## config.mk

```make
export PLATFORM = sky130hd
export DESIGN_NAME = nclk_cmd_port
export DESIGN_NICKNAME = d
export VERILOG_FILES = /design/src/rtl/nclk_pkg.sv /design/src/rtl/nclk_decoder.sv /design/src/rtl/nclk_seq.sv /design/src/rtl/nclk_stage.sv /design/src/rtl/nclk_rdlatch.sv /design/src/rtl/nclk_cmd_port.sv
export SDC_FILE = /design/constraint.sdc
export NUM_CORES = 1
export LEC_CHECK = 0
export BUFFER_PORTS_ARGS = -buffer_cell sky130_fd_sc_hd__clkbuf_2
export CAP_MARGIN = 20
export CORE_UTILIZATION = 25
export CTS_CLUSTER_DIAMETER = 150
export DETAILED_ROUTE_END_ITERATION = 12
export PLACE_DENSITY_LB_ADDON = 0.08
export SETUP_SLACK_MARGIN = 0.2
export SYNTH_ARGS = -nofsm -noshare
export SYNTH_HDL_FRONTEND = slang
export SYNTH_SLANG_ARGS = --single-unit
```

## constraint.sdc

```tcl
create_clock -name clk -period 4.4 [get_ports clk]
set_input_delay 1.32 -clock clk [delete_from_list [all_inputs] [get_ports clk]]
set_output_delay 1.32 -clock clk [all_outputs]
set_load 0.05 [all_outputs]
```

## src/rtl/nclk_pkg.sv

```systemverilog
package nclk_pkg;

    localparam int NIB_W = 4;

    typedef enum logic [3:0] {
        OP_STEP_RD = 4'h1,
        OP_NOP_A   = 4'h2,
        OP_STEP_WR = 4'h3,
        OP_MISC    = 4'h4,
        OP_NOP_B   = 4'h5,
        OP_SEL_RD  = 4'h6
    } nclk_op_e;

    typedef enum logic [3:0] {
        SUB_PTR_CLR = 4'h0,
        SUB_WR_MODE = 4'h3,
        SUB_RD_MODE = 4'h7
    } nclk_sub_e;

    typedef struct packed {
        logic             rd_step;
        logic             wr_step;
        logic             ptr_clr;
        logic             sel_wr;
        logic             sel_rd;
        logic [NIB_W-1:0] data;
    } nclk_dec_t;

    function automatic nclk_dec_t nclk_decode(input logic [7:0] b);
        nclk_dec_t d;
        d = '0;
        d.data = b[3:0];
        case (b[7:4])
            OP_STEP_RD: d.rd_step = 1'b1;
            OP_STEP_WR: d.wr_step = 1'b1;
            OP_SEL_RD:  d.sel_rd  = 1'b1;
            OP_MISC: begin
                case (b[3:0])
                    SUB_PTR_CLR: d.ptr_clr = 1'b1;
                    SUB_WR_MODE: begin d.ptr_clr = 1'b1; d.sel_wr = 1'b1; end
                    SUB_RD_MODE: begin d.ptr_clr = 1'b1; d.sel_rd = 1'b1; end
                    default: ;
                endcase
            end
            default: ;
        endcase
        return d;
    endfunction

endpackage

```

## src/rtl/nclk_decoder.sv

```systemverilog
module nclk_decoder
    import nclk_pkg::*;
#(
    parameter logic [7:0] CTRL_SEL = 8'h0B
) (
    input  logic      cmd_we,
    input  logic [7:0] cmd_byte,
    input  logic [7:0] ctrl_val,
    output nclk_dec_t dec
);
    logic active;
    assign active = cmd_we && (ctrl_val == CTRL_SEL);

    always_comb begin
        dec = nclk_decode(cmd_byte);
        if (!active) begin
            dec.rd_step = 1'b0;
            dec.wr_step = 1'b0;
            dec.ptr_clr = 1'b0;
            dec.sel_wr  = 1'b0;
            dec.sel_rd  = 1'b0;
        end
    end
endmodule

```

## src/rtl/nclk_seq.sv

```systemverilog
module nclk_seq
    import nclk_pkg::*;
#(
    parameter int NIBBLES = 7,
    localparam int IDX_W  = $clog2(NIBBLES)
) (
    input  logic             clk,
    input  logic             rst,
    input  nclk_dec_t        dec,
    output logic [IDX_W-1:0] idx,
    output logic             fire_rd,
    output logic             fire_wr,
    output logic             last
);
    logic rd_mode;

    assign last    = (idx == IDX_W'(NIBBLES - 1));
    assign fire_rd = dec.rd_step && rd_mode;
    assign fire_wr = dec.wr_step && !rd_mode;

    always_ff @(posedge clk) begin
        if (rst) begin
            idx     <= '0;
            rd_mode <= 1'b0;
        end else begin
            if (fire_rd) begin
                idx <= last ? '0 : idx + 1'b1;
            end
            if (fire_wr) begin
                if (last) begin
                    idx     <= '0;
                    rd_mode <= 1'b1;
                end else begin
                    idx <= idx + 1'b1;
                end
            end
            if (dec.ptr_clr) idx     <= '0;
            if (dec.sel_wr)  rd_mode <= 1'b0;
            if (dec.sel_rd)  rd_mode <= 1'b1;
        end
    end
endmodule

```

## src/rtl/nclk_stage.sv

```systemverilog
module nclk_stage
    import nclk_pkg::*;
#(
    parameter int NIBBLES = 7,
    localparam int IDX_W  = $clog2(NIBBLES),
    localparam int TIME_W = NIBBLES * NIB_W,
    localparam int SH_W   = $clog2(TIME_W)
) (
    input  logic              clk,
    input  logic              rst,
    input  logic              fire_wr,
    input  logic              last,
    input  logic [IDX_W-1:0]  idx,
    input  logic [NIB_W-1:0]  data,
    output logic              load_valid,
    output logic [TIME_W-1:0] load_value
);
    logic [SH_W-1:0]   sh_amt;
    logic [TIME_W-1:0] base;

    assign sh_amt = SH_W'(idx) * SH_W'(NIB_W);
    assign base   = (idx == '0) ? '0 : load_value;

    always_ff @(posedge clk) begin
        if (rst) begin
            load_value <= '0;
            load_valid <= 1'b0;
        end else begin
            load_valid <= fire_wr && last;
            if (fire_wr) begin
                load_value <= base | (TIME_W'(data) << sh_amt);
            end
        end
    end
endmodule

```

## src/rtl/nclk_rdlatch.sv

```systemverilog
module nclk_rdlatch
    import nclk_pkg::*;
#(
    parameter int NIBBLES = 7,
    localparam int IDX_W  = $clog2(NIBBLES),
    localparam int TIME_W = NIBBLES * NIB_W,
    localparam int SH_W   = $clog2(TIME_W)
) (
    input  logic              clk,
    input  logic              rst,
    input  logic              fire_rd,
    input  logic [IDX_W-1:0]  idx,
    input  logic [TIME_W-1:0] time_in,
    output logic [NIB_W-1:0]  rd_nibble
);
    logic [SH_W-1:0]   sh_amt;
    logic [TIME_W-1:0] shifted;

    assign sh_amt  = SH_W'(idx) * SH_W'(NIB_W);
    assign shifted = time_in >> sh_amt;

    always_ff @(posedge clk) begin
        if (rst) begin
            rd_nibble <= NIB_W'(1);
        end else if (fire_rd) begin
            rd_nibble <= shifted[NIB_W-1:0];
        end
    end
endmodule

```

## src/rtl/nclk_cmd_port.sv

```systemverilog
module nclk_cmd_port
    import nclk_pkg::*;
#(
    parameter logic [7:0] CTRL_SEL = 8'h0B,
    parameter int NIBBLES          = 7,
    localparam int IDX_W           = $clog2(NIBBLES),
    localparam int TIME_W          = NIBBLES * NIB_W
) (
    input  logic              clk,
    input  logic              rst,
    input  logic              cmd_we,
    input  logic [7:0]        cmd_byte,
    input  logic [7:0]        ctrl_val,
    input  logic [TIME_W-1:0] time_in,
    output logic              load_valid,
    output logic [TIME_W-1:0] load_value,
    output logic [NIB_W-1:0]  rd_nibble
);
    nclk_dec_t        dec;
    logic [IDX_W-1:0] idx;
    logic             fire_rd;
    logic             fire_wr;
    logic             last;

    nclk_decoder #(.CTRL_SEL(CTRL_SEL)) u_dec (
        .cmd_we   (cmd_we),
        .cmd_byte (cmd_byte),
        .ctrl_val (ctrl_val),
        .dec      (dec)
    );

    nclk_seq #(.NIBBLES(NIBBLES)) u_seq (
        .clk     (clk),
        .rst     (rst),
        .dec     (dec),
        .idx     (idx),
        .fire_rd (fire_rd),
        .fire_wr (fire_wr),
        .last    (last)
    );

    nclk_stage #(.NIBBLES(NIBBLES)) u_stage (
        .clk        (clk),
        .rst        (rst),
        .fire_wr    (fire_wr),
        .last       (last),
        .idx        (idx),
        .data       (dec.data),
        .load_valid (load_valid),
        .load_value (load_value)
    );

    nclk_rdlatch #(.NIBBLES(NIBBLES)) u_rd (
        .clk       (clk),
        .rst       (rst),
        .fire_rd   (fire_rd),
        .idx       (idx),
        .time_in   (time_in),
        .rd_nibble (rd_nibble)
    );
endmodule

```

==> flow_summary.toml <==
[worst_setup_path]
cp-end-kind = "flip-flop"
cp.arrival_ps = 3130
r2r_start = "u_seq.rd_mode$_SDFFE_PP0P_"
crit_buf_inv = 1
slowest_stage = "nor4b_1"
cpPeakStageDelay_ps = 710
start_kind = "input port"
worst_path_most_repeated_cell = "nor4b_1"
crit_family = "simple AND/OR/NAND/NOR gates"
crit_chain = "clkbuf_2 -> nor4b_1 -> nand3_1 -> nor4b_1 -> o32ai_1"
worstSetupStartpoint = "ctrl_val[5]"
critical_path.max_fanout = 4
required_ps = 4540
worstSetupPathType = "input port to flip-flop"

[floorplan]
row_count = 30
die_area_mm2 = 0.00751
die_w_um = 86.7
initial_utilization_pct = 26.1
core_mm2 = 0.00687
ios = 80
die_h_um = 86.7

[sta]
clock_skew_ps = 6.04
finalSetupTns_ps = 0
rsz0062_at_grt = "false"
hold_ws_ps = 460
min_period_ps = 2980
tightest_slew_ps = 886
timing.fmax_ghz = 0.335
setup_viol = 0
slew_headroom_pct = 40.9
finalCritPeriodShare_pct = 67.8
finalHoldViolCount = 0
slew_violations = 0

[place]
gp_congestion = 0.744
portBuffers = 79
hpwl_mm = 4.03

[yosys]
yosys_register_bits = 37
ys_async_sr_fraction_pct = 0
syn-mean-instance-area_um2 = 9.05
synth_top_cells_by_area = "dfxtp_1 (41%), mux4_2 (5.0%), a31oi_1 (4.2%), nor2_1 (4.2%), a21oi_1 (3.9%)"
seq_area_frac_synth_pct = 41.3
synthTopCellsByCount = "dfxtp_1 (37), nor2_1 (20), a21oi_1 (14)"
synth_edf_count = 0
syn-num-nets = 245
synthCells = 198
synthMostInstantiatedCell = "dfxtp_1"
netlist_area_mm2 = 0.00179
synth_top_area_share_pct = 41.3
dominantRegCellSynth = "dfxtp_1"
yosysWarnings = 0
synthDistinctLibCells = 40
yosysTopAreaCell = "dfxtp_1"

[power_and_ir_drop]
ir_drop_mv = 0.103
fin_total_pwr_uw = 649
leakage_uw = 0.000996
power_density_mw_per_mm2 = 274

[global_routing]
grt_pass1_wl_mm = 8.34
antenna_found_initial = 0
grt_pass1_vias = 1559
grt_start_max_net_pins = 25
globalRoute.totalOverflow = 0
grt_usage_pct = 14.5

[drt]
wl_mm = 5.46
wire_per_inst_um = 14.8
ant_nets = 0
vias_per_cell = 4.87
dr.first_iter.drc_count = 65
drc = 0
via_count = 1797
drtPass1Iterations = 4

[status]
outcome = "completed"

[clock_tree]
cts_tree = "built"
clk_pin_slew_ps = 80
cts_buffers = 5
cts_max_level = 2
postCtsHoldBufs = 0
cts_num_sinks = 37
cts.path.max_buffers = 2
cts_root_buf = "clkbuf_8"
clock_latency_ps = 290
post_cts_buffers = 0
cts_resized = 0

[cells_and_area]
drive_gt1_share_pct = 37.0
seq_area_um2 = 741
diodes = 0
nFillCells = 750
num-nets-final = 319
area_growth_syn_to_layout_pct = 32.2
multi_input_area_um2 = 967

[hold_path]
hold_start = "u_rd.rd_nibble[1]$_SDFFE_PP0P_"
hp-class = "flip-flop to flip-flop"

[job]
cap_violations = 0
[tightest hold or removal path, stage by stage, from the launching register on]
cell and delay (ps):
dfxtp_1 320, nand2_1 50, a21oi_1 50
[layer usage]
| layer | GRT usage, % | part of all wire (%) | vias up |
|---|---|---|---|
| li1 | - | - | 896 |
| met4 | 5.00 | 1.3 | 0 |
| met3 | 3.62 | 5.1 | 7 |
| met2 | 20.2 | 44 | 45 |
| met5 | 0 | 0 | - |
| met1 | 21.4 | 50 | 849 |
[area by class of cell]
class,instances,share of cell area [%]
Clock buffer,6,3.49
Tap cell,96,5.07
Inverter,7,1.11
Timing Repair Buffer,82,17.6
Sequential cell,37,31.3
Multi-Input combinational cell,139,40.8
Clock inverter,2,0.581
[through the flow]
step	area [um2]	setup WS [ps]	cells	util, %
after floorplan	1790	1430	198	-
final	2370	1420	369	34.5
after detailed placement	2270	1100	361	33.1
after CTS	2370	1400	369	34.5
after global routing	2370	1300	369	34.5
after global placement	2270	1140	361	33.1
[where the power goes]
| part | internal, uW | total (uW) | leakage (uW) | switching (uW) |
|---|---|---|---|---|
| Sequential | 334 | 334 | 0.000298 | 0.0194 |
| Clock | 127 | 259 | 0.0000512 | 132 |
| Combinational | 25.2 | 55.3 | 0.000647 | 30.1 |
| Total | 487 | 649 | 0.000996 | 162 |
[registers in the layout, indices dropped and copies added, names as in the netlist]
signal / cells
u_seq.idx: 3
u_stage.load_value: 28
u_stage.load_valid: 1
u_seq.rd_mode: 1
u_rd.rd_nibble: 4
[worst paths after layout]
check / depth (start not counted) / end / slack, ps
worst max-delay path: 5 / u_stage.load_value[27]$_SDFFE_PP0P_ / 1420
worst min-delay path: 2 / u_rd.rd_nibble[1]$_SDFFE_PP0P_ / 460
worst max register to register: 4 / u_stage.load_value[27]$_SDFFE_PP0P_ / 2270
worst min register to register: 2 / u_rd.rd_nibble[1]$_SDFFE_PP0P_ / 460
[cells by family (layout without fill, tap and decap cells)]
| family | Yosys count | count (layout) | share of synthesized area, % |
|---|---|---|---|
| mux | 8 | 8 | 7.26 |
| buf+inv | 22 | 97 | 4.68 |
| simple gates | 75 | 75 | 25.4 |
| compound gates | 55 | 55 | 20.8 |
| xor+xnor | 1 | 1 | 0.489 |
| flops | 37 | 37 | 41.3 |
[placed cells by master (no fill, tap or decap), types with 2 or more instances in the layout]
cell	n
nor3_1	3
o31ai_1	2
nand2_1	8
o211a_1	3
nor3_2	2
mux2i_1	4
nor2_1	20
nor4bb_1	2
dfxtp_1	37
a31o_2	2
nand2b_1	7
nand4bb_1	2
buf_4	3
or4_1	2
clkbuf_8	6
o21ai_0	7
mux4_2	4
nand3_1	5
nand4_1	4
inv_1	7
or3_1	5
a21oi_1	14
o32ai_1	4
a22o_1	8
clkbuf_2	79
nor4b_1	3
a31oi_1	12
nand3b_1	4
Note: power is estimated with default switching activity, not from simulation.
